--- src/rtl/uart_dmaev_pkg.sv ---
package uart_dmaev_pkg;
   typedef enum logic [1:0] {
      TRIG_SEL_A = 2'b00,
      TRIG_SEL_B = 2'b01,
      TRIG_SEL_C = 2'b10,
      TRIG_SEL_D = 2'b11
   } trig_sel_e;

   localparam int unsigned NUM_TRIG = 4;
endpackage

--- src/rtl/dmaev_rx_req.sv ---
module dmaev_rx_req
   import uart_dmaev_pkg::*;
#(
   parameter int unsigned CNT_W = 5,
   parameter int unsigned LVL_A = 1,
   parameter int unsigned LVL_B = 4,
   parameter int unsigned LVL_C = 8,
   parameter int unsigned LVL_D = 14
) (
   input  logic             clk,
   input  logic             rst,
   input  logic             fifo_en,
   input  trig_sel_e        trig_sel,
   input  logic [CNT_W-1:0] level,
   input  logic             head_err,
   input  logic             timeout,
   output logic             evt
);
   localparam int unsigned LVLS [NUM_TRIG] = '{LVL_A, LVL_B, LVL_C, LVL_D};

   logic [NUM_TRIG-1:0] meet;
   logic                cond_raw;
   logic                cond_prev;

   for (genvar i = 0; i < NUM_TRIG; i++) begin : g_cmp
      assign meet[i] = (level >= CNT_W'(LVLS[i]));
   end

   assign cond_raw = meet[trig_sel] && !head_err;

   always_ff @(posedge clk) begin
      if (rst) begin
         evt       <= 1'b0;
         cond_prev <= 1'b0;
      end else begin
         cond_prev <= cond_raw;
         evt       <= fifo_en && ((cond_raw && !cond_prev) || (timeout && !head_err));
      end
   end

   assert_rx_cause_R2: assert property (@(posedge clk) disable iff (rst)
      evt |-> ($past(timeout) || $past(meet[trig_sel])));
   assert_rx_err_block_R3: assert property (@(posedge clk) disable iff (rst)
      evt |-> !$past(head_err));
   assert_rx_no_repeat_R4: assert property (@(posedge clk) disable iff (rst)
      (evt && !$past(timeout)) |=> (!evt || $past(timeout)));
   assert_rx_off_R7: assert property (@(posedge clk) disable iff (rst)
      evt |-> $past(fifo_en));
endmodule

--- src/rtl/dmaev_tx_req.sv ---
module dmaev_tx_req #(
   parameter int unsigned CNT_W = 5
) (
   input  logic             clk,
   input  logic             rst,
   input  logic             fifo_en,
   input  logic             pull,
   input  logic [CNT_W-1:0] level,
   input  logic             run,
   output logic             evt
);
   logic drain;
   logic release_edge;
   logic run_prev;

   assign drain        = pull && (level == CNT_W'(1));
   assign release_edge = run && !run_prev;

   always_ff @(posedge clk) begin
      if (rst) begin
         evt      <= 1'b0;
         run_prev <= 1'b1;
      end else begin
         run_prev <= run;
         evt      <= fifo_en && (drain || release_edge);
      end
   end

   assert_tx_cause_R5: assert property (@(posedge clk) disable iff (rst)
      evt |-> (($past(pull) && $past(level) == CNT_W'(1)) || $past(run)));
   assert_tx_no_repeat_R6: assert property (@(posedge clk) disable iff (rst)
      (evt && !$past(pull)) |=> (!evt || $past(pull)));
   assert_tx_off_R7: assert property (@(posedge clk) disable iff (rst)
      evt |-> $past(fifo_en));
endmodule

--- src/rtl/uart_fifo_dma_events.sv ---
module uart_fifo_dma_events
   import uart_dmaev_pkg::*;
#(
   parameter int unsigned RX_DEPTH = 16,
   parameter int unsigned TX_DEPTH = 16,
   parameter int unsigned LVL_A    = 1,
   parameter int unsigned LVL_B    = 4,
   parameter int unsigned LVL_C    = 8,
   parameter int unsigned LVL_D    = 14,
   localparam int unsigned RX_CNT_W = $clog2(RX_DEPTH + 1),
   localparam int unsigned TX_CNT_W = $clog2(TX_DEPTH + 1)
) (
   input  logic                clk,
   input  logic                rst,
   input  logic                fifo_en,
   input  logic [1:0]          rx_trig_sel,
   input  logic [RX_CNT_W-1:0] rx_level,
   input  logic                rx_head_err,
   input  logic                rx_timeout,
   input  logic                tx_pull,
   input  logic [TX_CNT_W-1:0] tx_level,
   input  logic                tx_run,
   output logic                rx_dma_evt,
   output logic                tx_dma_evt
);
   if (LVL_A == 0 || LVL_A > LVL_B || LVL_B > LVL_C || LVL_C > LVL_D) begin : g_bad_order
      $error("receive thresholds must be nonzero and ascending");
   end
   if (LVL_D > RX_DEPTH) begin : g_bad_depth
      $error("largest receive threshold exceeds receive depth");
   end
   if (TX_DEPTH < 1) begin : g_bad_tx
      $error("transmit depth must be at least 1");
   end

   dmaev_rx_req #(
      .CNT_W (RX_CNT_W),
      .LVL_A (LVL_A),
      .LVL_B (LVL_B),
      .LVL_C (LVL_C),
      .LVL_D (LVL_D)
   ) u_rx (
      .clk      (clk),
      .rst      (rst),
      .fifo_en  (fifo_en),
      .trig_sel (trig_sel_e'(rx_trig_sel)),
      .level    (rx_level),
      .head_err (rx_head_err),
      .timeout  (rx_timeout),
      .evt      (rx_dma_evt)
   );

   dmaev_tx_req #(
      .CNT_W (TX_CNT_W)
   ) u_tx (
      .clk     (clk),
      .rst     (rst),
      .fifo_en (fifo_en),
      .pull    (tx_pull),
      .level   (tx_level),
      .run     (tx_run),
      .evt     (tx_dma_evt)
   );

   assert_reset_quiet_R9: assert property (@(posedge clk)
      $past(rst) |-> (!rx_dma_evt && !tx_dma_evt));
endmodule

--- config.mk ---
export PLATFORM = sky130hd
export DESIGN_NAME = uart_fifo_dma_events
export DESIGN_NICKNAME = d
export VERILOG_FILES = /design/src/rtl/uart_dmaev_pkg.sv /design/src/rtl/dmaev_rx_req.sv /design/src/rtl/dmaev_tx_req.sv /design/src/rtl/uart_fifo_dma_events.sv
export SDC_FILE = /design/constraint.sdc
export NUM_CORES = 1
export LEC_CHECK = 0
export BUFFER_PORTS_ARGS = -buffer_cell sky130_fd_sc_hd__buf_2
export CORE_AREA = 3 3 40 42
export DETAILED_ROUTE_END_ITERATION = 16
export DIE_AREA = 0 0 43 45
export PLACE_DENSITY = 0.45
export SYNTH_ARGS = -nofsm -noshare
export SYNTH_HDL_FRONTEND = slang
export SYNTH_SLANG_ARGS = --single-unit
export TNS_END_PERCENT = 20
--- constraint.sdc ---
create_clock -name clk -period 0.8 [get_ports clk]
set_input_delay 0.04 -clock clk [delete_from_list [all_inputs] [get_ports clk]]
set_output_delay 0.04 -clock clk [all_outputs]
set_load 0.005 [all_outputs]
Word level (Yosys, flattened, before mapping)
Index checks and enable logic that the tools add are counted.

operators by class
  magnitude comparators = 5
  equality and inequality tests = 1
  muxes and demuxes = 2
  reductions and logical operators = 12

operator list
  cell                                                                           count
  5-bit by 4-bit >= comparator with 1-bit output (second input constant)         2
  1-bit logical AND                                                              7
  5-bit by 1-bit equality test with 1-bit output (second input constant)         1
  5-bit by 1-bit >= comparator with 1-bit output (second input constant)         1
  5-bit by 3-bit >= comparator with 1-bit output (second input constant)         1
  1-bit logical NOT                                                              3
  2-bit by 3-bit less-than comparator with 1-bit output (second input constant)  1
  1-bit binary-select mux with 2-bit select                                      1
  1-bit logical OR                                                               2
  1-bit two-way mux                                                              1

storage, ports and cells
  bits in registers = 4
  bits of input ports = 19
  output and inout bits = 2
  logic and storage cells = 24

Longest topological paths before layout
Gate-level depths: netlist of the first run.

  depth after elaboration = 7
  gate-level depth with buffers = 4
  gate-level depth less buffers = 4

By module
A second synthesis of the first run with hierarchy kept.

unflattened totals
  cell total of the unflattened synthesis = 21
  area total of the unflattened synthesis = 203.9 µm²

modules (own cells, without submodules)
  module        instances  cells an instance  area each (µm²)  seq. area each (µm²)
  dmaev_rx_req  1          14                 115.1            40.0
  dmaev_tx_req  1          7                  88.8             40.0

Worst setup path after synthesis of the first run
Ideal clock, no wire load.

  path kind = register to register
  start = reg u_rx.cond_prev
  end = reg u_rx.evt
  setup time = 0.096 ns
  arrival = 0.554 ns
  data required time = 0.704 ns
  path slack = 0.151 ns
  stages on the path, launching flop included = 2
  buffers on the path = 0
  clock period less this slack = 0.649 ns
  cell sequence = dfxtp_1 > o41ai_2

between the ends
  longest elaborated chain between the ends = 4

RTL lines
  what                      line                source
  start: declaration        dmaev_rx_req.sv:23  logic cond_prev;
  start signal: assignment  dmaev_rx_req.sv:36  cond_prev <= cond_raw;
  1-bit logical NOT         dmaev_rx_req.sv:37  evt <= fifo_en && ((cond_raw && !cond_prev) || (timeout && !head_err));
  1-bit logical AND         dmaev_rx_req.sv:37
  1-bit logical OR          dmaev_rx_req.sv:37
  1-bit logical AND         dmaev_rx_req.sv:37
  end signal: assignment    dmaev_rx_req.sv:37
  end: declaration          dmaev_rx_req.sv:17  output logic evt

Every way passes these cells.
A chain may end at the register's enable or synchronous reset.

Final worst setup path of the first run
  start = in rst
  end = reg u_rx.cond_prev

RTL lines
  what                line                        source
  start: declaration  uart_fifo_dma_events.sv:14  input logic rst,

No word-level cell between the ends.

==> summary.txt, run 1 <==
Cells and area
  • Final Instance Area: 362 um2
  • N_diodes: 0
  • Fin nets: 67
  • Commonest non-fill, non-tap cell in the layout: buf_2
  • Share of cells above drive strength 1: 60.9%
  • Fin util: 28.1%
  • Highest-count cells in the layout ignoring fill and taps: 20 x buf_2, 4 x dfxtp_1, 3 x nand2b_1, 3 x clkbuf_4
  • Area Growth Syn to Fin: 80.6%

Worst hold path
  • Hold path cells: 2
  • Worst hold path type: input port to flip-flop

Drt
  • TritonRoute pass-1 iters: 3
  • Routed WL: 523 um
  • DR WL/cell: 8.57 um
  • Violation count after the first detailed-route iteration: 7
  • Vias: 252
  • Final ANT Viol Nets: 0
  • Vias per std cell: 4.13
  • Drc violations: 0

Timing
  • Clk_skew: 0.00000215 ns
  • Slew @ Worst Pin: 0.212 ns
  • Fin. max-slew vios: 0
  • Fmax: 1450 MHz
  • Period utilization: 86.2%
  • Min Clock Period, post-route: 0.690 ns
  • Slew Limit Headroom: 85.7%
  • # setup viols final: 0
  • Post-route setup TNS: 0 ns
  • RSZ-0062 raised after global routing: no
  • Final hold vios: 0
  • Min Hold Slack: 0.0168 ns

Clock tree
  • Clk slew on worst S/H paths: 0.04 ns
  • Post-CTS sizing: 0
  • CTS Sinks: 4
  • CTS tree: built
  • Max clock buf depth: 2
  • Post-CTS Setup Repair Bufs: 0
  • Cts hold-fix bufs: 2
  • Clock buffer count from CTS: 3
  • Htree depth: 1
  • Clock Latency Late Sink: 0.23 ns
  • Root Driver: clkbuf_4

Logic synthesis
  • Avg Cell Area, Syn: 9.53 um2
  • Synth warn: 0
  • Register area share after synthesis: 40.0%
  • Synthesized cell area: 200 um2
  • Mapped Cells: 21
  • Yosys cell types: 14
  • Synthesis-stage register bit count: 4
  • Syn_nets: 40

Floorplan
  • Die area: 0.00194 mm2
  • Vertical die dimension: 45 um
  • Core area: 0.00128 mm2
  • Initial Utilization: 15.6%
  • Die X: 43 um
  • Row count: 13
  • Boundary Pins: 21

Pwr
  • Switching share of power: 21.0%
  • Power per standard cell area: 1530 mW/mm2
  • Switching power: 0.000116 W
  • Clk pwr share: 44.3%
  • Combinational Power Share: 17.2%
  • Worst VDD drop: 389 uV
  • Final Power: 0.000553 W
  • Sequential power share: 38.5%
  • Pleak: 0.173 nW
  • Int Power: 0.000437 W

Worst setup path
  • Critical path arrival: 0.84 ns
  • Register-to-Register Setup Slack: 0.13 ns
  • Crit-path max cell delay: 0.54 ns
  • WP depth: 3
  • Top Family by Delay on Critical Path: buffers and inverters
  • Crit. End Element: flip-flop
  • R2R cell count: 1
  • Slowest library cell on the worst path: dlygate4sd3_1
  • WS Path Type: input port to flip-flop
  • Crit-path max FO: 3
  • CP bufs+invs: 2
  • Cells along the critical path: buf_2, dlygate4sd3_1, nor3_1
  • Startpoint Class: input port
  • WP data required: 0.95 ns

Placed design
  • RePlAce Congestion: 0.643
  • Post-DP Area: 319 um2
  • I/O Buffers: 20
  • Hpwl dp: 459 um

Global route
  • Global-route wire length before repair: 890 um
  • Number of antenna violations at the first check in global routing: 0
  • Vias in the first global route: 251
  • Largest net degree at the start of global routing: 4
  • GRT Resource Usage Total: 6.57%
  • Total gr overflow: 0

Job
  • Maxcap violations: 0

Status
  • Outcome: finished clean
-- Yosys cell counts --
cell,number,area share [%]
a21boi_2,1,5.6
a21oi_1,1,2.5
dfxtp_1,4,40
nand2_1,2,3.8
nand2b_1,3,9.4
nand3b_1,1,3.8
nor2_1,2,3.8
nor3_1,1,2.5
nor4_1,1,3.1
nor4b_2,1,7.5
o21ai_1,1,2.5
o21ai_2,1,4.4
o41ai_2,1,8.1
or2_2,1,3.1
-- layout make-up --
class / count / area (um2)
multi-input combinational: 17 / 120
timing repair buffer: 22 / 120
sequential: 4 / 80.1
fill: 140 / 923
tap: 15 / 18.8
clock buffer: 3 / 22.5
-- final timing paths --
path,start,endpoint
hold / removal,tx_run,u_tx.run_prev
setup reg to reg,u_rx.cond_prev,u_rx.evt
hold reg to reg,u_rx.cond_prev,u_rx.evt
setup / recovery,rst,u_rx.cond_prev
-- flip-flops by register name, indices dropped and copies added, names as in the netlist --
signal / cells
u_rx.evt: 1
u_tx.evt: 1
u_tx.run_prev: 1
u_rx.cond_prev: 1
-- kinds of logic (layout without fill, tap and decap cells) --
family	after synthesis	count (layout)	share of synthesized area, %
compound gates	5	5	23.1
simple gates	12	12	36.9
buf+inv	0	25	0
flops	4	4	40.0
-- power by group through the flow --
stage	Clock (W)	Combinational, W	Sequential, W
after global placement	0	0.0000900	0.000216
after detailed placement	0	0.0000893	0.000216
final	0.000245	0.0000954	0.000213
after CTS	0.000260	0.0000970	0.000213
after floorplan	0	0.0000310	0.000216
after global routing	0.000281	0.000108	0.000214
-- per-layer routing --
layer	wire length [um]	track usage [%]	part of all wire [%]
met5	0	0	0
met3	125	6.77	24
met2	194	9.28	37
met1	203	6.00	39
met4	0	3.61	0
-- metrics by stage --
stage	setup WS (ns)	std cells
3_3_place_gp	0.0142	56
2_1_floorplan	0.151	21
3_5_place_dp	0.0134	56
4_1_cts	0.0961	61
5_1_grt	0.0703	61
6_report	0.110	61
Power figures use the tool's default switching activity.
==> inputs of run 2 (changes only) <==
ABC_AREA = 1   (was default)
PLACE_DENSITY = 0.46   (was 0.45)
clock period = 0.83 ns   (was 0.8 ns; I/O delays follow)
==> run 2 against run 1 <==
  * First-iteration DRC count fell by 71%
  * Sequential share of layout area fell by 1.1 points
  * Core utilization rose by 1.5 points
  * Setup slack got worse by 0.056 ns
  * Register-to-register slack got worse by 0.06 ns
  * Combinational power rose by 4.5%
  * Largest power group unchanged
  * Critical endpoint is now u_tx.evt
  * Synthesized cell count rose by 62%
  * Count of clock-buffer cells in the layout did not move
==> summary.txt, run 2 <==
Drt
  • Vias per std cell: 3.76 (-9.1%)
  • Final ANT Viol Nets: 0 (unchanged)
  • TritonRoute pass-1 iters: 3 (unchanged)
  • Drc violations: 0 (unchanged)
  • DR WL/cell: 7.30 um (-15%)
  • Routed WL: 540 um (+3.3%)
  • Vias: 278 (+10%)
  • Violation count after the first detailed-route iteration: 2 (-5)

Cells and area
  • Area of the multi-input gates: 113 um2 (-6.2%)
  • N_diodes: 0 (unchanged)
  • Commonest non-fill, non-tap cell in the layout: buf_2
  • Area Growth Syn to Fin: 73.7%
  • Layout fillers: 148 (+5.7%)
  • Highest-count cells in the layout ignoring fill and taps: 20 x buf_2, 8 x nand2_1, 7 x inv_1, 7 x nor2_1, 4 x dfxtp_1
  • Share of cells above drive strength 1: 47.5% (-13 points)
  • Fin nets: 80 (+19%)
  • Register area: 80.1 um2 (unchanged)
  • Final Instance Area: 380 um2 (+5.2%)
  • Post-Layout Cell Count: 74 (+21%)

Timing
  • Period utilization: 93.5%
  • # setup viols final: 0 (unchanged)
  • Min Clock Period, post-route: 0.776 ns
  • Clk_skew: 0.00390 ns (+0.00390 ns)
  • Post-route setup TNS: 0 ns (unchanged)
  • RSZ-0062 raised after global routing: no
  • Fmax: 1290 MHz
  • Slew @ Worst Pin: 0.125 ns (-0.0878 ns)
  • Fin. max-slew vios: 0 (unchanged)
  • Min Hold Slack: 0.0705 ns (+0.0537 ns)
  • Final hold vios: 0 (unchanged)
  • Slew Limit Headroom: 91.7% (+6.0 points)

Logic synthesis
  • Post-synth top area share: 36.6% (-3.4 points)
  • Count leader, synth: nand2_1
  • Synth warn: 0 (unchanged)
  • Synthesized cell area: 219 um2 (+9.4%)
  • Synthesis-stage register bit count: 4 (unchanged)
  • EDFF count, synth: 0 (unchanged)
  • Syn_nets: 53 (+33%)
  • Top cells by area, synth: dfxtp_1 37%, nand2_1 14%, inv_1 12%, nor2_1 12%, nor2_2 5.7%
  • Mapped Cells: 34 (+62%)
  • Avg Cell Area, Syn: 6.44 um2 (-32%)
  • Top FF cell, synth: dfxtp_1
  • Async SR Flop Fraction: 0% (unchanged)
  • Post-synth top cells: 8 x nand2_1, 7 x inv_1, 7 x nor2_1
  • Largest area contributor in the netlist: dfxtp_1
  • Yosys cell types: 11 (-3)
  • Register area share after synthesis: 36.6% (-3.4 points)

Worst hold path
  • Hold path cells: 4 (+2)
  • Hold Path Sink: u_rx.cond_prev
  • Min-delay src: rx_head_err
  • Worst hold path type: input port to flip-flop

Clock tree
  • Root Driver: clkbuf_4
  • Max clock buf depth: 2 (unchanged)
  • CTS Sinks: 4 (unchanged)
  • Clk slew on worst S/H paths: 0.04 ns (about the same)
  • CTS tree: built
  • Post-CTS Setup Repair Bufs: 0 (unchanged)
  • Clock Latency Late Sink: 0.23 ns (about the same)
  • Htree depth: 1 (unchanged)
  • Clock buffer count from CTS: 3 (unchanged)

Global route
  • Global-route wire length before repair: 1010 um (+13%)
  • Total gr overflow: 0 (unchanged)
  • GRT Resource Usage Total: 7.59% (+1.0 points)
  • Largest net degree at the start of global routing: 3 (-1)
  • Vias in the first global route: 284 (+13%)
  • Number of antenna violations at the first check in global routing: 0 (unchanged)

Pwr
  • Worst VDD drop: 585 uV (+50%)
  • Final Power: 0.000539 W (-2.6%)
  • Pleak: 0.216 nW (+25%)
  • Power per standard cell area: 1420 mW/mm2 (-7.4%)

Worst setup path
  • Startpoint Class: input port
  • WP data required: 0.99 ns (+0.04 ns)
  • WS Path Type: input port to flip-flop
  • RR Endpoint: u_tx.evt
  • R2R Path Start: u_tx.run_prev
  • R2R cell count: 2 (+1)
  • Register-to-Register Setup Slack: 0.07 ns (-0.06 ns)
  • Crit-path max FO: 2 (-1)
  • Crit. End Element: flip-flop
  • Critical path arrival: 0.94 ns (+0.10 ns)

Floorplan
  • Core area: 0.00128 mm2 (unchanged)
  • Row count: 13 (unchanged)
  • Boundary Pins: 21 (unchanged)
  • Vertical die dimension: 45 um (unchanged)
  • Die X: 43 um (unchanged)
  • Die area: 0.00194 mm2 (unchanged)
  • Initial Utilization: 17.0% (+1.5 points)

Placed design
  • I/O Buffers: 20 (unchanged)
  • Cells after DPL: 69 (+23%)
  • RePlAce Congestion: 0.633 (-1.6%)
  • Hpwl dp: 456 um (-0.70%)
  • Post-DP Area: 338 um2 (+5.9%)

Job
  • Maxcap violations: 0 (unchanged)

Status
  • Outcome: finished clean
run 2: how the worst max path moves through the flow:
stage	startpoint	slack (ns)	end	depth (start not counted)
floorplan	u_tx.run_prev	0.1	u_tx.evt	2
global placement	rx_level[3]	0.09	u_rx.evt	7
detailed placement	u_tx.run_prev	0.07	u_tx.evt	2
CTS	rst	0.05	u_tx.evt	5
global route	rst	0.004	u_tx.evt	5
finish	rst	0.05	u_tx.evt	5
run 2: layout make-up:
type / count / share of cell area (%)
Sequential cell: 4 / 21.1
Multi-Input combinational cell: 23 / 29.6
Timing Repair Buffer: 22 / 31.6
Inverter: 7 / 6.91
Tap cell: 15 / 4.93
Clock buffer: 3 / 5.92
run 2: worst max-delay path, cell delays in order:
cell and delay [ns]:
dlygate4sd3_1 0.53, buf_2 0.13, inv_1 0.06, nand2_1 0.08
a21oi_1 0.11
run 2: through the flow:
step	util, %	worst slack [ns]
finish	29.6	0.0541
global route	29.6	0.00424
CTS	29.6	0.0475
detailed placement	26.3	0.0744
global placement	26.3	0.0882
floorplan	-	0.0967
run 2: cell families (layout without fill, tap and decap cells):
logic type,Yosys count,count (layout),share of synthesized area (%)
AO/OA/AOI/OAI,2,2,6.28
flip-flops,4,4,36.6
buffers and inverters,7,32,12.0
AND/OR/NAND/NOR,21,21,45.1
run 2: layer usage:
layer	vias up	GRT usage, %	wire, um
li1	151	-	-
met1	109	6.78	238
met2	18	11.4	221
met3	0	5.18	80
met4	0	7.23	0
met5	-	0	0
run 2: power breakdown:
part / total [W] / internal (W) / switching, W
logic: 0.0000997 / 0.0000574 / 0.0000424
registers: 0.000204 / 0.000202 / 0.00000156
clock network: 0.000235 / 0.000161 / 0.0000740
total: 0.000539 / 0.000421 / 0.000118
run 2: what timing repair did:
action                    CTS  global route
hold endpoints to repair    2             0
hold buffers                2             0
resized for setup           0             0
